==> config.mk <==
export PLATFORM = sky130hd
export DESIGN_NAME = hecc_corrector
export DESIGN_NICKNAME = d
export VERILOG_FILES = /design/src/rtl/hecc_pkg.sv /design/src/rtl/hecc_rst_sync.sv /design/src/rtl/hecc_classify.sv /design/src/rtl/hecc_seq.sv /design/src/rtl/hecc_corrector.sv
export SDC_FILE = /design/constraint.sdc
export NUM_CORES = 1
export LEC_CHECK = 0
export BUFFER_PORTS_ARGS = -buffer_cell sky130_fd_sc_hd__buf_4
export CAP_MARGIN = 20
export CORE_UTILIZATION = 47
export DETAILED_ROUTE_END_ITERATION = 12
export PLACE_DENSITY = 0.81
export SLEW_MARGIN = 25
export SYNTH_ARGS = -nofsm -noshare
export SYNTH_HDL_FRONTEND = slang
export SYNTH_HIERARCHICAL = 1
export SYNTH_SLANG_ARGS = --single-unit
==> constraint.sdc <==
create_clock -name clk -period 1.22 [get_ports clk]
set_input_delay 0.122 -clock clk [delete_from_list [all_inputs] [get_ports clk]]
set_output_delay 0.122 -clock clk [all_outputs]
set_load 0.005 [all_outputs]
==> src/rtl/hecc_pkg.sv <==
package hecc_pkg;

  typedef enum logic [1:0] {
    HECC_CLEAN   = 2'd0,
    HECC_FIXABLE = 2'd1,
    HECC_FATAL   = 2'd2
  } hecc_status_e;

  typedef enum logic [1:0] {
    SEQ_IDLE  = 2'd0,
    SEQ_READ  = 2'd1,
    SEQ_WRITE = 2'd2,
    SEQ_DONE  = 2'd3
  } hecc_seq_e;

  localparam int unsigned HECC_BIT_W = 3;

endpackage

==> src/rtl/hecc_rst_sync.sv <==
module hecc_rst_sync #(
  parameter int unsigned STAGES = 2
) (
  input  logic clk,
  input  logic rst_n,
  output logic rst_sync_n
);

  logic [STAGES-1:0] chain_q;

  always_ff @(posedge clk or negedge rst_n) begin
    if (!rst_n) begin
      chain_q <= '0;
    end else begin
      chain_q <= {chain_q[STAGES-2:0], 1'b1};
    end
  end

  assign rst_sync_n = chain_q[STAGES-1];

endmodule

==> src/rtl/hecc_classify.sv <==
module hecc_classify
  import hecc_pkg::*;
#(
  parameter int unsigned CODE_W = 24,
  parameter int unsigned LOC_W  = CODE_W / 2
) (
  input  logic [CODE_W-1:0] syndrome,
  output hecc_status_e      status,
  output logic [LOC_W-1:0]  loc
);

  localparam int unsigned CNT_W = $clog2(CODE_W + 1);
  localparam logic [CNT_W-1:0] HALF = CNT_W'(CODE_W / 2);

  logic [CNT_W-1:0] ones;

  always_comb begin
    ones = '0;
    for (int i = 0; i < CODE_W; i++) begin
      ones = ones + CNT_W'(syndrome[i]);
    end
  end

  // odd syndrome bits carry the location, lowest first
  for (genvar g = 0; g < LOC_W; g++) begin : g_loc
    assign loc[g] = syndrome[2*g+1];
  end

  always_comb begin
    if (syndrome == '0) begin
      status = HECC_CLEAN;
    end else if (ones == HALF) begin
      status = HECC_FIXABLE;
    end else begin
      status = HECC_FATAL;
    end
  end

endmodule

==> src/rtl/hecc_seq.sv <==
module hecc_seq
  import hecc_pkg::*;
(
  input  logic clk,
  input  logic rst_n,
  input  logic start,
  input  logic go_fix,
  output logic accept,
  output logic busy,
  output logic rd_en,
  output logic wr_en,
  output logic done
);

  hecc_seq_e state_q, state_d;

  assign accept = start && (state_q == SEQ_IDLE);

  always_comb begin
    state_d = state_q;
    case (state_q)
      SEQ_IDLE: begin
        if (accept) begin
          state_d = go_fix ? SEQ_READ : SEQ_DONE;
        end
      end
      SEQ_READ:  state_d = SEQ_WRITE;
      SEQ_WRITE: state_d = SEQ_DONE;
      SEQ_DONE:  state_d = SEQ_IDLE;
      default:   state_d = SEQ_IDLE;
    endcase
  end

  always_ff @(posedge clk or negedge rst_n) begin
    if (!rst_n) begin
      state_q <= SEQ_IDLE;
    end else begin
      state_q <= state_d;
    end
  end

  assign busy  = (state_q != SEQ_IDLE);
  assign rd_en = (state_q == SEQ_READ);
  assign wr_en = (state_q == SEQ_WRITE);
  assign done  = (state_q == SEQ_DONE);

endmodule

==> src/rtl/hecc_corrector.sv <==
module hecc_corrector
  import hecc_pkg::*;
#(
  parameter int unsigned SECTOR_BYTES = 512,
  parameter int unsigned ADDR_W       = $clog2(SECTOR_BYTES),
  parameter int unsigned CODE_W       = 2 * (ADDR_W + HECC_BIT_W)
) (
  input  logic              clk,
  input  logic              rst_n,
  input  logic              start,
  input  logic              fix_en,
  input  logic [CODE_W-1:0] code_calc,
  input  logic [CODE_W-1:0] code_read,
  output logic [1:0]        status,
  output logic [ADDR_W-1:0] err_byte,
  output logic [2:0]        err_bit,
  output logic              done,
  output logic              busy,
  output logic [ADDR_W-1:0] buf_addr,
  output logic              buf_rd_en,
  input  logic [7:0]        buf_rdata,
  output logic              buf_wr_en,
  output logic [7:0]        buf_wdata
);

  localparam int unsigned LOC_W = ADDR_W + HECC_BIT_W;

  logic              rst_int_n;
  logic [CODE_W-1:0] syndrome;
  hecc_status_e      cls_status;
  logic [LOC_W-1:0]  cls_loc;
  logic              go_fix;
  logic              accept;
  hecc_status_e      status_q;
  logic [LOC_W-1:0]  loc_q;

  hecc_rst_sync #(.STAGES(2)) u_rst (
    .clk        (clk),
    .rst_n      (rst_n),
    .rst_sync_n (rst_int_n)
  );

  assign syndrome = code_calc ^ code_read;

  hecc_classify #(.CODE_W(CODE_W), .LOC_W(LOC_W)) u_cls (
    .syndrome (syndrome),
    .status   (cls_status),
    .loc      (cls_loc)
  );

  assign go_fix = fix_en && (cls_status == HECC_FIXABLE);

  hecc_seq u_seq (
    .clk    (clk),
    .rst_n  (rst_int_n),
    .start  (start),
    .go_fix (go_fix),
    .accept (accept),
    .busy   (busy),
    .rd_en  (buf_rd_en),
    .wr_en  (buf_wr_en),
    .done   (done)
  );

  // result registers, loaded only on an accepted start
  always_ff @(posedge clk or negedge rst_int_n) begin
    if (!rst_int_n) begin
      status_q <= HECC_CLEAN;
      loc_q    <= '0;
    end else if (accept) begin
      status_q <= cls_status;
      loc_q    <= cls_loc;
    end
  end

  assign status    = status_q;
  assign err_bit   = loc_q[HECC_BIT_W-1:0];
  assign err_byte  = loc_q[LOC_W-1:HECC_BIT_W];
  assign buf_addr  = err_byte;
  assign buf_wdata = buf_rdata ^ (8'd1 << err_bit);

endmodule

==> flow_summary.ini <==
[run_status]
status = complete, but fails checks
violations = negative setup slack

[routing]
first_pass_iters = 4
vias = 1790
drc_errors = 0
routed.top_layer = met4
wl_per_cell_um = 19.2
via_per_inst = 4.97
wl_met1_um = 2670
met3_wirelength_um = 336
routed_wl_um = 6920
drt_iter0_drc = 90
wl_met2_um = 3640
drtAntennaViolNets = 0

[sta]
rsz0062_at_grt = true
fin_tns_setup_ps = -14270
maxSlewHeadroom_pct = 55.0
period_needed_ps = 4580
final.setup_skew_ps = 3.49
fmax_mhz = 219
hold_violations = 0
setup_viol_count_final = 27
maxSlewViolCount = 0
fin_crit_sh_pct = 375
fin_hold_ws_ps = 176
worst_slack_ps = -3360
tightest_slew_ps = 676

[die]
pin_count = 95
die_w_um = 66.8
die-area_um2 = 4460
die_h_um = 66.8
initial_utilization_pct = 49.3
row_count = 23
core_area_um2 = 4000

[clocking]
cts_buffers = 3
clk_pin_slew_worst_paths_ps = 70
cts_tree = done
root_buffer = clkbuf_8
clock_sinks = 18
clock_path_buffers = 2
htree_num_levels = 1
clk_latency_ps = 260

[critical_path]
cp_common_cell = fa_1
max_stage_delay_ps = 560
cp_max_fo = 2
end_kind = flip-flop
crit_required_ps = 1400
cp_num_buf_inv = 6
cpMaxStageDelayCell = fa_1
cpLargestDelayFamily = adder cells
path_cells = buf_8 -> xor2_4 -> fa_1 -> inv_1 -> fa_1 -> fa_1 -> inv_2 -> fa_1 -> inv_1 -> fa_1 -> inv_1 -> ha_2 -> fa_2 -> xnor2_2 -> nor4_4 -> buf_4 -> a21oi_2 -> nor2_2 -> or2b_1 -> a31oi_1
crit_arrival_ps = 4750
critPathLaunchType = input pin
path_class = input pin to flip-flop

[placed_design]
postPlaceCellArea_um2 = 2900
io_buffers = 94
dp_hpwl_um = 4050
dp.cells = 335
gp_congestion = 0.827

[min_path]
hold_class = input pin to async pin

[global_route]
grt_max_degree = 17
grt_pass1_wl_um = 8830
antenna_found_initial = 0
grt.total_usage_pct = 27.4
grt_pass1_vias = 1816
grt-ovfl-total = 0

[yosys]
syn_nets = 279
ys_types = 28
synth-seq-cells = 18
async_flop_share_pct = 100
synth.avg_cell_area_um2 = 10.4
syn_inst = 190
synth_top_flop_cell = dfrtp_1
yosys_warnings = 6
synth-edff-count = 0
yosysSeqAreaShare_pct = 22.9
netlist_area_um2 = 1970

[cells_and_area]
drive_gt1_share_pct = 64.2
final_util_pct = 84.7
multi_input_area_um2 = 1500
fillers = 197
fin_nets = 400
seq_area_um2 = 454
diodes = 0
area_delta_synth_final_pct = 71.9
design_area_um2 = 3390
fin_cells = 360

[power_and_ir_drop]
irDropWorstVdd_mv = 2.65
power.leakage_nw = 1.72
power_density_nw_per_um2 = 2970

[run]
drv_cap = 0
-- where the power goes --
group | leakage [nW] | switching (mW) | internal, mW
sequential | 0.208 | 0.378 | 0.875
combinational | 1.48 | 3.83 | 4.49
clock | 0.0288 | 0.210 | 0.287
total | 1.72 | 4.42 | 5.65
-- timing repair --
| item | 4_1_cts | 5_1_grt |
|---|---|---|
| gates cloned | 1 | 0 |
| setup endpoints to repair | 26 | 28 |
| hold buffers | 1 | 0 |
| pin swaps | 13 | 12 |
| resized for setup | 38 | 22 |
| hold endpoints to repair | 2 | 0 |
| buffers inserted | 16 | 6 |
-- Yosys cell counts (all sizes together) (2+ instances only) --
cell type  instances  share of area (%)
ha                12                7.6
xnor2              6                2.7
mux2              14                8.0
inv               37                7.0
nand2b             2               0.63
nor3b              5                2.7
dfrtp             18                 23
nor4               6                2.9
xor2              28                 12
nand2              2               0.38
buf               25                9.7
nand3b             3                1.1
nor2               3               0.57
fa                17                 17
a21oi              2               0.51
-- registers in the layout, indices dropped and copies added, names as in the netlist --
name and cells:
loc_q 12, status 2, u_rst/chain_q 2, u_seq/state_q 2
-- cells by family (layout without fill, tap and decap cells) --
family / after synthesis / in the layout / synth area share [%]
AOI/OAI and AO/OA: 4 / 4 / 1.21
xor gates and xnor gates: 34 / 34 / 15.1
adders and majority gates: 29 / 29 / 24.9
buffers and inverters: 62 / 182 / 16.8
DFF: 18 / 18 / 22.9
muxes: 15 / 15 / 8.51
other: 1 / 1 / 0.190
and+or+nand+nor: 27 / 27 / 10.5
-- stage by stage --
step           worst slack, ps  power, mW
3_5_place_dp             -3430       6.74
2_1_floorplan            -3080       5.04
3_3_place_gp             -3340       6.43
4_1_cts                  -3150       8.66
5_1_grt                  -3500       10.7
6_report                 -3360       10.1
-- layer usage --
| metal | GRT usage (%) | vias to the layer above |
|---|---|---|
| met5 | 0 | - |
| met4 | 12.2 | 0 |
| met3 | 3.25 | 27 |
| met2 | 48.7 | 90 |
| met1 | 32.7 | 880 |
| li1 | - | 793 |
-- cell usage in the layout (no fill, tap or decap), drive strengths merged, types with 4 or more instances in the layout --
| cell | count |
|---|---|
| buf | 140 |
| inv | 37 |
| xor2 | 28 |
| dfrtp | 18 |
| fa | 17 |
| mux2 | 14 |
| ha | 12 |
| xnor2 | 6 |
| nor4 | 6 |
| nor3b | 5 |
| clkbuf | 4 |
-- final timing paths --
check / from / to / slack [ps] / depth (start not counted)
worst max-delay path: code_calc[17] / u_seq/state_q[1] / -3360 / 20
worst min register to register: u_rst/chain_q[1] / loc_q[9] / 280 / 0
worst min-delay path: rst_n / u_rst/chain_q[0] / 180 / 2
worst max register to register: u_seq/state_q[0] / status[1] / -230 / 5
max in group asynchronous: u_rst/chain_q[1] / loc_q[0] / 470 / 0
min in group clk: start / u_seq/state_q[0] / 220 / 3
-- final cells by class --
cell class / count / area share, %
Multi-Input combinational cell: 110 / 44.3
Sequential cell: 18 / 13.4
Clock buffer: 4 / 1.63
Timing Repair Buffer: 141 / 34.7
Tap cell: 50 / 1.85
Inverter: 37 / 4.10
Note: power is estimated with default switching activity, not from simulation.
